`config.mk`:
```
export PLATFORM = sky130hd
export DESIGN_NAME = spi_frame_monitor
export DESIGN_NICKNAME = d
export VERILOG_FILES = /design/src/rtl/sfm_pkg.sv /design/src/rtl/sfm_edge_track.sv /design/src/rtl/sfm_edge_counter.sv /design/src/rtl/sfm_sdi_watch.sv /design/src/rtl/sfm_frame_judge.sv /design/src/rtl/spi_frame_monitor.sv
export SDC_FILE = /design/constraint.sdc
export NUM_CORES = 1
export LEC_CHECK = 0
export ABC_AREA = 1
export BUFFER_PORTS_ARGS = -buffer_cell sky130_fd_sc_hd__buf_2
export CORE_MARGIN = 1
export CORE_UTILIZATION = 35
export DETAILED_ROUTE_END_ITERATION = 16
export GPL_ROUTABILITY_DRIVEN = 0
export PLACE_DENSITY = 0.65
export SYNTH_ARGS = -nofsm -noshare
export SYNTH_HDL_FRONTEND = slang
export SYNTH_SLANG_ARGS = --single-unit
```
`constraint.sdc`:
```
create_clock -name clk -period 1.6 [get_ports clk]
set_input_delay 0.16 -clock clk [delete_from_list [all_inputs] [get_ports clk]]
set_output_delay 0.16 -clock clk [all_outputs]
set_load 0.02 [all_outputs]
```
`src/rtl/sfm_pkg.sv`:
```
package sfm_pkg;

  localparam int unsigned CODE_W   = 3;
  localparam int unsigned PERIOD_W = 8;

  localparam logic [CODE_W-1:0] CODE_P16 = 3'b001;
  localparam logic [CODE_W-1:0] CODE_P24 = 3'b010;
  localparam logic [CODE_W-1:0] CODE_P32 = 3'b100;

  localparam logic [PERIOD_W-1:0] LEN_P16 = 8'd16;
  localparam logic [PERIOD_W-1:0] LEN_P24 = 8'd24;
  localparam logic [PERIOD_W-1:0] LEN_P32 = 8'd32;

  typedef struct packed {
    logic ok;
    logic len_err;
    logic stuck;
  } verdict_t;

  // Clock periods for a width code; zero marks an unsupported code.
  function automatic logic [PERIOD_W-1:0] periods_for(input logic [CODE_W-1:0] code);
    logic [PERIOD_W-1:0] p;
    unique case (code)
      CODE_P16: p = LEN_P16;
      CODE_P24: p = LEN_P24;
      CODE_P32: p = LEN_P32;
      default:  p = '0;
    endcase
    return p;
  endfunction

endpackage

```
`src/rtl/sfm_edge_track.sv`:
```
module sfm_edge_track (
  input  logic clk,
  input  logic rst_n,
  input  logic sck,
  input  logic csn,
  output logic sck_edge,
  output logic sck_rise,
  output logic frame_end
);

  logic sck_q, sck_q_n;
  logic csn_q, csn_q_n;

  always_comb begin
    sck_q_n = sck;
    csn_q_n = csn;
  end

  always_ff @(posedge clk or negedge rst_n) begin
    if (!rst_n) begin
      sck_q <= 1'b0;
      csn_q <= 1'b1;
    end else begin
      sck_q <= sck_q_n;
      csn_q <= csn_q_n;
    end
  end

  always_comb begin
    sck_edge  = !csn && (sck != sck_q);
    sck_rise  = !csn && sck && !sck_q;
    frame_end = csn && !csn_q;
  end

endmodule

```
`src/rtl/sfm_edge_counter.sv`:
```
module sfm_edge_counter #(
  parameter int unsigned CNT_W = 7
) (
  input  logic             clk,
  input  logic             rst_n,
  input  logic             clear,
  input  logic             inc,
  output logic [CNT_W-1:0] count
);

  localparam logic [CNT_W-1:0] CNT_MAX = {CNT_W{1'b1}};

  logic [CNT_W-1:0] count_q, count_n;

  always_comb begin
    count_n = count_q;
    if (clear)
      count_n = '0;
    else if (inc && (count_q != CNT_MAX))
      count_n = count_q + 1'b1;
  end

  always_ff @(posedge clk or negedge rst_n) begin
    if (!rst_n) count_q <= '0;
    else        count_q <= count_n;
  end

  assign count = count_q;

endmodule

```
`src/rtl/sfm_sdi_watch.sv`:
```
module sfm_sdi_watch (
  input  logic clk,
  input  logic rst_n,
  input  logic clear,
  input  logic sample,
  input  logic sdi,
  output logic all_zero,
  output logic all_one
);

  logic zero_q, zero_n;
  logic one_q, one_n;

  always_comb begin
    zero_n = zero_q;
    one_n  = one_q;
    if (clear) begin
      zero_n = 1'b1;
      one_n  = 1'b1;
    end else if (sample) begin
      zero_n = zero_q && !sdi;
      one_n  = one_q && sdi;
    end
  end

  always_ff @(posedge clk or negedge rst_n) begin
    if (!rst_n) begin
      zero_q <= 1'b1;
      one_q  <= 1'b1;
    end else begin
      zero_q <= zero_n;
      one_q  <= one_n;
    end
  end

  assign all_zero = zero_q;
  assign all_one  = one_q;

endmodule

```
`src/rtl/sfm_frame_judge.sv`:
```
module sfm_frame_judge
  import sfm_pkg::*;
#(
  parameter int unsigned CNT_W = 7
) (
  input  logic             clk,
  input  logic             rst_n,
  input  logic             frame_end,
  input  logic [CNT_W-1:0] count,
  input  logic [CNT_W-1:0] want,
  input  logic             code_valid,
  input  logic             all_zero,
  input  logic             all_one,
  output logic             frame_ok,
  output logic             comm_err,
  output logic             fail_safe,
  output logic             len_err_flag
);

  verdict_t v_q, v_n;
  logic     sticky_q, sticky_n;
  logic     clocked, len_match, stuck;

  always_comb begin
    clocked   = (count != '0);
    len_match = code_valid && (count == want);
    stuck     = clocked && (all_zero || all_one);
    v_n       = '0;
    sticky_n  = sticky_q;
    if (frame_end && clocked) begin
      v_n.ok      = len_match && !stuck;
      v_n.len_err = !len_match;
      v_n.stuck   = stuck;
      sticky_n    = !len_match;
    end
  end

  always_ff @(posedge clk or negedge rst_n) begin
    if (!rst_n) begin
      v_q      <= '0;
      sticky_q <= 1'b0;
    end else begin
      v_q      <= v_n;
      sticky_q <= sticky_n;
    end
  end

  assign frame_ok     = v_q.ok;
  assign comm_err     = v_q.len_err;
  assign fail_safe    = v_q.stuck;
  assign len_err_flag = sticky_q;

endmodule

```
`src/rtl/spi_frame_monitor.sv`:
```
module spi_frame_monitor
  import sfm_pkg::*;
#(
  parameter int unsigned CNT_W = 7
) (
  input  logic              clk,
  input  logic              rst_n,
  input  logic              sck,
  input  logic              csn,
  input  logic              sdi,
  input  logic [CODE_W-1:0] width_code,
  output logic              frame_ok,
  output logic              comm_err,
  output logic              fail_safe,
  output logic              len_err_flag,
  output logic              pad_zero
);

  logic                sck_edge, sck_rise, frame_end;
  logic [CNT_W-1:0]    edge_cnt;
  logic                all_zero, all_one;
  logic [PERIOD_W-1:0] periods;
  logic [CNT_W-1:0]    want_edges;
  logic                code_valid;

  always_comb begin
    periods    = periods_for(width_code);
    code_valid = (periods != '0);
    want_edges = CNT_W'({periods, 1'b0});
    pad_zero   = !csn && code_valid && (edge_cnt >= want_edges);
  end

  sfm_edge_track u_edges (
    .clk       (clk),
    .rst_n     (rst_n),
    .sck       (sck),
    .csn       (csn),
    .sck_edge  (sck_edge),
    .sck_rise  (sck_rise),
    .frame_end (frame_end)
  );

  sfm_edge_counter #(.CNT_W(CNT_W)) u_count (
    .clk   (clk),
    .rst_n (rst_n),
    .clear (csn),
    .inc   (sck_edge),
    .count (edge_cnt)
  );

  sfm_sdi_watch u_watch (
    .clk      (clk),
    .rst_n    (rst_n),
    .clear    (csn),
    .sample   (sck_rise),
    .sdi      (sdi),
    .all_zero (all_zero),
    .all_one  (all_one)
  );

  sfm_frame_judge #(.CNT_W(CNT_W)) u_judge (
    .clk          (clk),
    .rst_n        (rst_n),
    .frame_end    (frame_end),
    .count        (edge_cnt),
    .want         (want_edges),
    .code_valid   (code_valid),
    .all_zero     (all_zero),
    .all_one      (all_one),
    .frame_ok     (frame_ok),
    .comm_err     (comm_err),
    .fail_safe    (fail_safe),
    .len_err_flag (len_err_flag)
  );

endmodule

```
==> reports/results.ini <==
[die]
dieArea_um2=2610
initial_core_util=0.378
num_rows=17
die_w_um=51.1
die_h_um=51.1
core_area_um2=2230
num_io_pins=13

[outcome]
status=complete, but fails checks
violations=setup timing

[sta]
relSlewSlack=0.738
post-route-min-period_ns=1.64
rsz0062_at_grt=true
fin_crit_sh=1.03
slew_viol_final=0
hold_slack_ns=0.0956
finClkSkew_ns=0.00392
worstMarginPinSlew_ns=0.389
finalSetupViolCount=1
setup_ws_ns=-0.0438
hold_violations=0
clock.fmax_ghz=0.608

[power]
p_leak_nw=0.584
powerDensity_nw_per_um2=749
ir_worst_vdd_v=0.000688

[critical_path]
crit_path_max_fanout=3
cp-end-kind=output port
r2r_start=u_count.count[0]
crit_type=reg -> out
cp-start-kind=register
reg2reg_slack_ns=0.18
worstRegToRegCells=8
crit_arrival_ns=1.48
crit-reg2reg-capture=u_count.count[3]
required_ns=1.44

[clock_network]
cts_root_buf=clkbuf_4
clock-sinks=15
clk_pin_slew_ns=0.09
cts_buffers=3
clk_latency_ns=0.29
h-tree-depth=1
clockBufferDepth=2
cts_tree=done

[cells_and_area]
drive_gt1_frac=0.248
regArea_um2=380
syn2layout_area_growth_pct=27.4
final_nets=151
diodes=0
nFillCells=231
fin_util=0.482
final_area_um2=1080
multi_input_area_um2=439
finalNonFillerCells=165

[global_routing]
overflow=0
grt_pass1_vias=753
grt_pass1_wl_um=3040
antenna_found_initial=0
grt.total_usage=0.159
grt_max_degree=16

[synth]
netlist_instances=113
ys_ff_latch=15
ys.flop_type=dfrtp_1
synth.area.top_cells=dfrtp_1, nand2_1, dfstp_2, nand3_1, ha_1
ys_async_sr_fraction=1.00
synth_commonest_cells=nand2_1, inv_1, nand3_1, nor2_1, dfrtp_1
synth.distinct_cells=17
yosysTopAreaCell=dfrtp_1
syn_area_per_cell_um2=7.47
synth-seq-area-share=0.449
netlist_area_um2=845
ys_warn_count=0
synth_edf_count=0
synth_nets=126
synth.top_cell.area_share=0.356
synth.most_common_cell=nand2_1

[min_path]
hold_path_depth=2
hold_class=in -> reg
worstHoldStart=csn
min_to=u_count.count[6]

[detailed_routing]
drt.antenna.violating_nets=0
vias_per_cell=4.66
drt_iter0_drc=9
drc=0
dr_total_vias=769
routedWlPerCell_um=10.8
drt-total-wl_um=1780
drt_first_pass_iters=4

[placed_design]
place_ws_ns=0.0798
dpl.hpwl_um=1260
placed_cells=153
postPlaceCellArea_um2=940
portBuffers=12

[flow_run]
maxCapViolations=0

[timing repair]
action                     CTS  global route
setup endpoints to repair    1             7
pin swaps                    5             0
buffers inserted             5             0
hold endpoints to repair    12             2
hold buffers                 1             2
gates resized for setup      8             1
[logic make-up after synthesis]
| group | share of synthesized area |
|---|---|
| AND/OR/NAND/NOR | 0.360 |
| AO/OA/AOI/OAI | 0.0415 |
| adder cells (fa/ha/maj) | 0.0741 |
| flip-flops | 0.449 |
| buffers and inverters | 0.0756 |
[through the flow]
stage / power (mW) / setup TNS (ns)
finish: 0.806 / -0.0438
global route: 0.856 / -0.161
global placement: 0.565 / 0
detailed placement: 0.570 / 0
floorplan: 0.516 / 0
CTS: 0.807 / -0.0189
[cell type report]
| type | instances | share of cell area |
|---|---|---|
| clock buffer | 3 | 0.0209 |
| clock inverter | 1 | 0.00465 |
| tap | 28 | 0.0326 |
| timing repair buffer | 20 | 0.121 |
| inverter | 17 | 0.0593 |
| sequential | 15 | 0.353 |
| multi-input combinational | 81 | 0.408 |
[routing by layer]
metal,share of wire,wire length [um],track usage,up-vias
met5,0,0,0,-
met4,0.0096,17,0.0694,0
met3,0.026,47,0.0268,2
met2,0.46,827,0.268,11
met1,0.50,887,0.198,351
li1,-,-,-,405
[worst max-delay path by stage]
stage | end | depth (start not counted) | startpoint
floorplan | pad_zero | 6 | u_count.count[4]
global placement | pad_zero | 10 | width_code[1]
detailed placement | pad_zero | 10 | width_code[1]
CTS | pad_zero | 6 | u_count.count[5]
global route | pad_zero | 6 | u_count.count[6]
finish | pad_zero | 6 | u_count.count[6]
[state kept, by name, indices dropped and copies added (netlist names)]
| register | count |
|---|---|
| u_watch.all_zero | 1 |
| u_watch.all_one | 1 |
| u_judge.fail_safe | 1 |
| u_judge.comm_err | 1 |
| u_edges.sck_q | 1 |
| u_judge.len_err_flag | 1 |
| u_judge.frame_ok | 1 |
| u_count.count | 7 |
| u_edges.csn_q | 1 |
[cell usage in the layout, fill, tap and decap left out, types with 2 or more instances in the layout]
cell           Yosys  final
clkbuf_4           0      3
nor2_2             2      2
dlygate4sd3_1      0      3
inv_2              1      2
buf_4              0      6
nor2_4             1      2
inv_1             16     15
ha_1               5      3
ha_4               0      2
dfstp_2            3      3
a21oi_1            2      2
nor2_1            14     13
dfrtp_1           12     11
buf_2              0     11
nand3_1           14     13
nand4_1            3      3
nand2_1           34     34
[critical path, cell delays in order, from the launching register on]
cell	delay, ns
dfrtp_1	0.43
ha_4	0.30
nand2_1	0.05
o21ai_1	0.12
nor2_1	0.06
nor2_1	0.09
buf_4	0.15
[power breakdown]
part / switching (mW) / total (mW) / leakage, nW / internal (mW)
Sequential: 0.0131 / 0.419 / 0.191 / 0.406
Clock: 0.131 / 0.224 / 0.0177 / 0.0931
Combinational: 0.102 / 0.163 / 0.376 / 0.0610
Total: 0.246 / 0.806 / 0.584 / 0.560
No activity file was read; power rests on OpenSTA's default activity.
